### src/rtl/fpmv_pkg.sv
package fpmv_pkg;
  localparam int unsigned EXP_W  = 8;
  localparam int unsigned FRAC_W = 23;
  localparam int unsigned WORD_W = 1 + EXP_W + FRAC_W;
  localparam int unsigned MANT_W = FRAC_W + 1;
  localparam int unsigned PROD_W = 2 * MANT_W;
  localparam int unsigned EXPS_W = EXP_W + 2;
  localparam int unsigned BIAS   = (1 << (EXP_W - 1)) - 1;

  typedef struct packed {
    logic              sign;
    logic [EXP_W-1:0]  expo;
    logic [FRAC_W-1:0] frac;
  } fp_word_t;
endpackage

### src/rtl/fpmv_sequencer.sv
module fpmv_sequencer
  import fpmv_pkg::*;
#(
  parameter int unsigned DIM       = 3,
  parameter int unsigned FRAME_LEN = 10,
  parameter int unsigned IDX_W     = 2
) (
  input  logic                        clk,
  input  logic                        rst_n,
  input  logic                        job_valid,
  output logic                        job_ready,
  input  logic [DIM*DIM*WORD_W-1:0]   job_mat,
  input  logic [DIM*WORD_W-1:0]       job_vec,
  output logic                        op_valid,
  output fp_word_t                    op_a,
  output fp_word_t                    op_b,
  output logic [IDX_W-1:0]            op_row,
  output logic [IDX_W-1:0]            op_col
);
  localparam int unsigned N_PROD = DIM * DIM;
  localparam int unsigned CNT_W  = $clog2(FRAME_LEN);
  localparam logic [CNT_W-1:0] LAST_SLOT = CNT_W'(FRAME_LEN - 1);
  localparam logic [CNT_W-1:0] ISSUE_END = CNT_W'(N_PROD);
  localparam logic [IDX_W-1:0] IDX_LAST  = IDX_W'(DIM - 1);

  logic                      busy;
  logic [CNT_W-1:0]          slot;
  logic [IDX_W-1:0]          row_q, col_q;
  logic [N_PROD*WORD_W-1:0]  mat_q;
  logic [DIM*WORD_W-1:0]     vec_q;
  fp_word_t                  mat_arr [DIM][DIM];
  fp_word_t                  vec_arr [DIM];
  logic                      accept, issue;

  // Unpack captured operands into indexable arrays.
  for (genvar r = 0; r < DIM; r++) begin : g_row
    for (genvar c = 0; c < DIM; c++) begin : g_col
      assign mat_arr[r][c] = mat_q[(r*DIM+c)*WORD_W +: WORD_W];
    end
    assign vec_arr[r] = vec_q[r*WORD_W +: WORD_W];
  end

  assign job_ready = !busy || (slot == LAST_SLOT);
  assign accept    = job_valid && job_ready;
  assign issue     = busy && (slot < ISSUE_END);

  always_ff @(posedge clk) begin
    if (!rst_n) begin
      busy  <= 1'b0;
      slot  <= '0;
      row_q <= '0;
      col_q <= '0;
    end else if (accept) begin
      busy  <= 1'b1;
      slot  <= '0;
      row_q <= '0;
      col_q <= '0;
    end else if (busy) begin
      if (slot == LAST_SLOT) begin
        busy <= 1'b0;
      end else begin
        slot <= slot + 1'b1;
      end
      if (issue) begin
        if (col_q == IDX_LAST) begin
          col_q <= '0;
          row_q <= row_q + 1'b1;
        end else begin
          col_q <= col_q + 1'b1;
        end
      end
    end
  end

  always_ff @(posedge clk) begin
    if (accept) begin
      mat_q <= job_mat;
      vec_q <= job_vec;
    end
  end

  always_ff @(posedge clk) begin
    if (!rst_n) begin
      op_valid <= 1'b0;
      op_a     <= '0;
      op_b     <= '0;
      op_row   <= '0;
      op_col   <= '0;
    end else begin
      op_valid <= issue;
      if (issue) begin
        op_a   <= mat_arr[row_q][col_q];
        op_b   <= vec_arr[col_q];
        op_row <= row_q;
        op_col <= col_q;
      end
    end
  end

  // a taken job restarts the frame at slot zero, first element.
  p_accept_restart_r2: assert property (@(posedge clk) disable iff (!rst_n)
    accept |=> (busy && slot == '0 && row_q == '0 && col_q == '0));

  // inside a frame the slot counter steps by one each clock.
  p_frame_step_r8: assert property (@(posedge clk) disable iff (!rst_n)
    (busy && slot != LAST_SLOT) |=> (busy && slot == CNT_W'($past(slot) + 1'b1)));

  // captured operands hold for the whole frame.
  p_operands_held_r9: assert property (@(posedge clk) disable iff (!rst_n)
    (busy && slot != LAST_SLOT) |=> ($stable(mat_q) && $stable(vec_q)));
endmodule

### src/rtl/fpmv_mant_mul.sv
module fpmv_mant_mul
  import fpmv_pkg::*;
#(
  parameter int unsigned IDX_W = 2
) (
  input  logic                     clk,
  input  logic                     rst_n,
  input  logic                     in_valid,
  input  fp_word_t                 in_a,
  input  fp_word_t                 in_b,
  input  logic [IDX_W-1:0]         in_row,
  input  logic [IDX_W-1:0]         in_col,
  output logic                     out_valid,
  output logic                     out_sign,
  output logic [EXPS_W-1:0]        out_exp,
  output logic [PROD_W-1:0]        out_prod,
  output logic [IDX_W-1:0]         out_row,
  output logic [IDX_W-1:0]         out_col
);
  logic [MANT_W-1:0] mant_a, mant_b;
  logic [EXPS_W-1:0] exp_sum;

  assign mant_a  = {1'b1, in_a.frac};
  assign mant_b  = {1'b1, in_b.frac};
  assign exp_sum = EXPS_W'(in_a.expo) + EXPS_W'(in_b.expo) - EXPS_W'(BIAS);

  always_ff @(posedge clk) begin
    if (!rst_n) begin
      out_valid <= 1'b0;
      out_sign  <= 1'b0;
      out_exp   <= '0;
      out_prod  <= '0;
      out_row   <= '0;
      out_col   <= '0;
    end else begin
      out_valid <= in_valid;
      if (in_valid) begin
        out_sign <= in_a.sign ^ in_b.sign;
        out_exp  <= exp_sum;
        out_prod <= PROD_W'(mant_a) * PROD_W'(mant_b);
        out_row  <= in_row;
        out_col  <= in_col;
      end
    end
  end

  // every issued operand pair yields exactly one multiply result.
  p_valid_follow_r4: assert property (@(posedge clk) disable iff (!rst_n)
    in_valid |=> out_valid);
  p_valid_idle_r4: assert property (@(posedge clk) disable iff (!rst_n)
    !in_valid |=> !out_valid);

  // normalized mantissas give a product in [2^46, 2^48).
  p_prod_range_r7: assert property (@(posedge clk) disable iff (!rst_n)
    out_valid |-> (out_prod[PROD_W-1] || out_prod[PROD_W-2]));
endmodule

### src/rtl/fpmv_renorm.sv
module fpmv_renorm
  import fpmv_pkg::*;
#(
  parameter int unsigned DIM   = 3,
  parameter int unsigned IDX_W = 2
) (
  input  logic                 clk,
  input  logic                 rst_n,
  input  logic                 in_valid,
  input  logic                 in_sign,
  input  logic [EXPS_W-1:0]    in_exp,
  input  logic [PROD_W-1:0]    in_prod,
  input  logic [IDX_W-1:0]     in_row,
  input  logic [IDX_W-1:0]     in_col,
  output logic                 out_valid,
  output logic                 out_sign,
  output logic [EXP_W-1:0]     out_exp,
  output logic [MANT_W-1:0]    out_mant,
  output logic [IDX_W-1:0]     out_row,
  output logic [IDX_W-1:0]     out_col
);
  localparam logic [IDX_W-1:0] IDX_LAST = IDX_W'(DIM - 1);

  logic              carry;
  logic [MANT_W-1:0] mant_sel;
  logic [EXPS_W-1:0] exp_adj;

  assign carry    = in_prod[PROD_W-1];
  assign mant_sel = carry ? in_prod[PROD_W-1 -: MANT_W] : in_prod[PROD_W-2 -: MANT_W];
  assign exp_adj  = in_exp + EXPS_W'(carry);

  always_ff @(posedge clk) begin
    if (!rst_n) begin
      out_valid <= 1'b0;
      out_sign  <= 1'b0;
      out_exp   <= '0;
      out_mant  <= '0;
      out_row   <= '0;
      out_col   <= '0;
    end else begin
      out_valid <= in_valid;
      if (in_valid) begin
        out_sign <= in_sign;
        out_exp  <= exp_adj[EXP_W-1:0];
        out_mant <= mant_sel;
        out_row  <= in_row;
        out_col  <= in_col;
      end
    end
  end

  // every emitted mantissa carries its hidden bit.
  p_hidden_bit_r7: assert property (@(posedge clk) disable iff (!rst_n)
    out_valid |-> out_mant[MANT_W-1]);

  // within a row the column index steps by one on consecutive cycles.
  p_col_order_r3: assert property (@(posedge clk) disable iff (!rst_n)
    (out_valid && out_col != '0) |->
      ($past(out_valid) && out_col == IDX_W'($past(out_col) + 1'b1) && out_row == $past(out_row)));

  // a new row begins right after the previous row's last column.
  p_row_order_r3: assert property (@(posedge clk) disable iff (!rst_n)
    (out_valid && out_col == '0 && out_row != '0) |->
      ($past(out_valid) && $past(out_col) == IDX_LAST && out_row == IDX_W'($past(out_row) + 1'b1)));
endmodule

### src/rtl/fpmv_product_seq.sv
module fpmv_product_seq
  import fpmv_pkg::*;
#(
  parameter int unsigned DIM       = 3,
  parameter int unsigned FRAME_LEN = 10,
  parameter int unsigned IDX_W     = 2
) (
  input  logic                       clk,
  input  logic                       rst_n,
  input  logic                       job_valid,
  output logic                       job_ready,
  input  logic [DIM*DIM*32-1:0]      job_mat,
  input  logic [DIM*32-1:0]          job_vec,
  output logic                       prod_valid,
  output logic                       prod_sign,
  output logic [7:0]                 prod_exp,
  output logic [23:0]                prod_mant,
  output logic [IDX_W-1:0]           prod_row,
  output logic [IDX_W-1:0]           prod_col
);
  // FRAME_LEN must be at least DIM*DIM + 1; the default word is single precision.
  logic              s1_valid;
  fp_word_t          s1_a, s1_b;
  logic [IDX_W-1:0]  s1_row, s1_col;

  logic              s2_valid, s2_sign;
  logic [EXPS_W-1:0] s2_exp;
  logic [PROD_W-1:0] s2_prod;
  logic [IDX_W-1:0]  s2_row, s2_col;

  fpmv_sequencer #(.DIM(DIM), .FRAME_LEN(FRAME_LEN), .IDX_W(IDX_W)) u_seq (
    .clk       (clk),
    .rst_n     (rst_n),
    .job_valid (job_valid),
    .job_ready (job_ready),
    .job_mat   (job_mat),
    .job_vec   (job_vec),
    .op_valid  (s1_valid),
    .op_a      (s1_a),
    .op_b      (s1_b),
    .op_row    (s1_row),
    .op_col    (s1_col)
  );

  fpmv_mant_mul #(.IDX_W(IDX_W)) u_mul (
    .clk       (clk),
    .rst_n     (rst_n),
    .in_valid  (s1_valid),
    .in_a      (s1_a),
    .in_b      (s1_b),
    .in_row    (s1_row),
    .in_col    (s1_col),
    .out_valid (s2_valid),
    .out_sign  (s2_sign),
    .out_exp   (s2_exp),
    .out_prod  (s2_prod),
    .out_row   (s2_row),
    .out_col   (s2_col)
  );

  fpmv_renorm #(.DIM(DIM), .IDX_W(IDX_W)) u_norm (
    .clk       (clk),
    .rst_n     (rst_n),
    .in_valid  (s2_valid),
    .in_sign   (s2_sign),
    .in_exp    (s2_exp),
    .in_prod   (s2_prod),
    .in_row    (s2_row),
    .in_col    (s2_col),
    .out_valid (prod_valid),
    .out_sign  (prod_sign),
    .out_exp   (prod_exp),
    .out_mant  (prod_mant),
    .out_row   (prod_row),
    .out_col   (prod_col)
  );

  // nothing is emitted in the cycle right after reset.
  p_quiet_after_reset_r1: assert property (@(posedge clk)
    !rst_n |=> !prod_valid);
endmodule

### config.mk
export PLATFORM = sky130hd
export DESIGN_NAME = fpmv_product_seq
export DESIGN_NICKNAME = d
export VERILOG_FILES = /design/src/rtl/fpmv_pkg.sv /design/src/rtl/fpmv_sequencer.sv /design/src/rtl/fpmv_mant_mul.sv /design/src/rtl/fpmv_renorm.sv /design/src/rtl/fpmv_product_seq.sv
export SDC_FILE = /design/constraint.sdc
export NUM_CORES = 2
export LEC_CHECK = 0
export CAP_MARGIN = 20
export CELL_PAD_IN_SITES_DETAIL_PLACEMENT = 0
export CELL_PAD_IN_SITES_GLOBAL_PLACEMENT = 2
export CORE_MARGIN = 10
export CORE_UTILIZATION = 39
export CTS_CLUSTER_SIZE = 20
export DETAILED_ROUTE_END_ITERATION = 10
export GPL_TIMING_DRIVEN = 1
export PLACE_DENSITY_LB_ADDON = 0.1
export SYNTH_ARGS = -nofsm -noshare
export SYNTH_HDL_FRONTEND = slang
export SYNTH_SLANG_ARGS = --single-unit
export TNS_END_PERCENT = 1
### constraint.sdc
create_clock -name clk -period 13.14 [get_ports clk]
set_clock_uncertainty 0.05 [all_clocks]
set_input_delay 2.628 -clock clk [delete_from_list [all_inputs] [get_ports clk]]
set_output_delay 2.628 -clock clk [all_outputs]
set_load 0.01 [all_outputs]
==> flow_metrics.tcl <==
set metrics [dict create \
    outcome "finished clean" \
    final_cells 5062 \
    fmax_mhz 128 \
    die_area_um2 113000 \
    firstDrtPassIters 5 \
    grt_pass1_wl_mm 185 \
    syn_to_final_growth_pct 19.6 \
    max-cap-violations 0 \
    gp_congestion 0.856 \
    synth-edff-count 384 \
    hp-start "u_seq.op_row[1]$_SDFFE_PN0P_" \
    cts_htree_levels 2 \
    drive_above_1_share 0.0682 \
    comb_power_share 0.352 \
    cts_inserted_buffers 58 \
    fin_crit_ns 7.83 \
    power_switching_share 0.349 \
    remaining_drc_errors 0 \
    drt_wl_total_mm 123 \
    finalHoldViolations 0 \
    r2r_cells 25 \
    timing.reg2reg.setup_slack_ns 5.31 \
    critPathKind "reg -> reg" \
    hold_class "reg -> reg" \
    synth_seq_cells 539 \
    synthMostInstantiatedCell "inv_1" \
    io_buffers 425 \
    die_x_um 336 \
    grt_max_degree 169 \
    clockBufferDepth 3 \
    leakage_nw 19.9 \
    ys.flop_type "edfxtp_1" \
    syn-num-nets 4418 \
    hold_ws_ns 0.418 \
    power_mw 5.75 \
    powerDensity_nw_per_um2 124 \
    grt_usage 0.218 \
    cts_root_buf "clkbuf_16" \
    die_h_um 336 \
    ant_nets 0 \
    synth_top_area_share 0.296 \
    start_util 0.394 \
    antenna_found_initial 33 \
    place_area_um2 44500 \
    vias_per_cell 5.13 \
    cts_resized 0 \
    endpoint "u_mul.out_prod[45]$_SDFFE_PN0P_" \
    power.share.sequential 0.351 \
    r2r_end "u_mul.out_prod[45]$_SDFFE_PN0P_" \
    clk_pin_slew_ns 0.06 \
    ys_warn_count 0 \
    yosys.area.top_type "edfxtp_1" \
    vias 26000 \
    power_frac_clock 0.296 \
    placed_cells 4945 \
    synthTopCellsByCount "570 x inv_1, 482 x fa_1, 384 x edfxtp_1" \
    insertion_delay_ns 0.65 \
    io_pins 426 \
    synth-seq-area-share 0.376 \
    grt_overflow 0 \
    worst_pin_slew_ns 1.07 \
    p_int_mw 3.74 \
    post-place-ws_ns 5.34 \
    synth.cell_area_um2 38900 \
    cts.sinks 539 \
    drtIter0Drc 1649 \
    tns_ns 0 \
    switchingPower_mw 2.01 \
    final_area_um2 46500 \
    tritoncts "built" \
    slew_viol_final 0 \
    synthTopCellsByArea "edfxtp_1 30%, fa_1 25%, dfxtp_1 8.0%, ha_1 6.0%, inv_1 5.5%" \
    crit_required_ns 13.57 \
    synthArstFlopShare 0 \
    cp-start-kind "flop" \
    period_share 0.596 \
    rsz0062_at_grt "false" \
    ir_drop_mv 0.108 \
    wl_per_cell_um 24.3 \
    critical_path.endpoint_type "flop" \
    postLayoutCoreUtil 0.471 \
    grt_pass1_vias 28300 \
    place_hpwl_mm 97.0 \
    fin_ws_ns 5.31 \
    post-cts-setup-buffers 0 \
    critPathLaunch "u_seq.op_b[8]$_SDFFE_PN0P_" \
    core_region_area_um2 98700 \
    yosysUniqueCellTypes 74 \
    rows 115 \
    critPathMaxFanout 17 \
    syn-mean-instance-area_um2 11.6 \
    r2r-start "u_seq.op_b[8]$_SDFFE_PN0P_" \
    slew_headroom 0.285 \
    worst_ep_arrival_time_ns 8.25 \
    nets 4774 \
    setup-violations-final 0 \
    ctsHoldBuffers 0 \
    syn_inst 3362 \
]
==> cell families (layout without fill, tap and decap cells) <==
family | Yosys count | after routing | synth area share
multiplexers | 176 | 176 | 0.0566
other | 0 | 8 | 0
AO/OA/AOI/OAI | 377 | 377 | 0.0757
AND/OR/NAND/NOR | 791 | 791 | 0.0982
adder cells (fa/ha/maj) | 669 | 669 | 0.308
XOR/XNOR | 46 | 46 | 0.0104
flip-flops | 539 | 539 | 0.376
buffers and inverters | 764 | 1169 | 0.0747
==> layout make-up <==
| cell class | count | area, um2 |
|---|---|---|
| clock buffers | 72 | 1520 |
| clock inverters | 37 | 468 |
| multi-input cells | 2059 | 21400 |
| repair buffers | 488 | 4740 |
| well taps | 1287 | 1610 |
| fillers | 8998 | 52200 |
| flip-flops and latches | 539 | 14600 |
| diodes | 8 | 20.0 |
| inverters | 572 | 2150 |
==> metal layers <==
metal  track usage  share of wire  wire length, um  up-vias
met1         0.285           0.42            52100    13300
li1              -              -                -    11700
met4        0.0575          0.028             3430       50
met5             0         0.0029              357        -
met3        0.0502          0.065             8040      166
met2         0.360           0.48            59100      743
==> power groups by stage <==
stage          combinational, mW  sequential [mW]  clock (mW)
2_1_floorplan               1.33             2.05           0
3_3_place_gp                2.05             2.05           0
6_report                    2.03             2.02        1.70
5_1_grt                     2.28             2.03        1.81
3_5_place_dp                2.06             2.06           0
4_1_cts                     2.07             2.02        1.75
==> worst min path at each step <==
stage	endpoint	slack, ns	cells after the start
after global routing	u_norm.out_mant[10]$_SDFFE_PN0P_	0.44	1
after floorplan	u_mul.out_prod[43]$_SDFFE_PN0P_	0.39	2
after global placement	u_seq.op_row[1]$_SDFFE_PN0P_	0.40	2
after CTS	u_seq.op_row[1]$_SDFFE_PN0P_	0.42	2
after detailed placement	u_seq.op_row[1]$_SDFFE_PN0P_	0.41	2
final	u_seq.op_row[1]$_SDFFE_PN0P_	0.42	2
==> state kept, by name, summed over array words and instances (netlist names) <==
register	cells
u_norm.out_valid	1
u_seq.row_q	2
u_mul.out_exp	8
u_seq.col_q	2
u_norm.out_row	2
u_seq.slot	4
u_seq.mat_q	288
u_norm.out_exp	8
u_seq.op_b	32
u_mul.out_col	2
u_seq.op_col	2
u_norm.out_sign	1
u_mul.out_valid	1
u_mul.out_prod	25
u_seq.vec_q	96
u_norm.out_col	2
u_norm.out_mant	24
u_seq.op_valid	1
u_seq.op_row	2
u_seq.op_a	32
u_mul.out_sign	1
u_seq.busy	1
u_mul.out_row	2
==> worst max-delay path, cell delays in order (launching register included) <==
cell	delay, ns
dfxtp_1	0.72
clkinv_1	0.49
nor2_1	0.23
fa_1	0.46
fa_1	0.51
inv_1	0.05
fa_1	0.48
inv_1	0.05
fa_1	0.51
inv_1	0.06
fa_1	0.53
inv_1	0.05
fa_1	0.48
inv_1	0.05
fa_1	0.47
inv_1	0.08
ha_1	0.35
a21oi_1	0.20
o21ai_0	0.15
a221oi_2	0.40
o22ai_1	0.11
a211oi_1	0.60
nor2_1	0.18
o21ai_1	0.19
xor2_1	0.16
o21ai_1	0.07
==> layout by cell type (no fill, tap or decap), types with 22 or more instances in the layout <==
master | synthesis | final
dfxtp_1 | 155 | 151
edfxtp_1 | 384 | 384
mux4_2 | 32 | 32
inv_1 | 570 | 570
ha_1 | 187 | 187
and2_1 | 248 | 246
buf_4 | 0 | 63
o211a_1 | 97 | 97
a21o_1 | 25 | 25
nor2b_1 | 27 | 26
clkdlybuf4s50_1 | 0 | 424
nand2_1 | 364 | 364
mux2i_1 | 112 | 112
o21ai_0 | 24 | 24
mux2_2 | 32 | 32
xnor2_1 | 22 | 22
o221ai_1 | 33 | 33
a22oi_1 | 32 | 32
nor2_1 | 95 | 94
o211ai_1 | 35 | 35
a21oi_1 | 71 | 71
xor2_1 | 24 | 24
clkbuf_16 | 0 | 58
fa_1 | 482 | 482
Power figures use the tool's default switching activity.
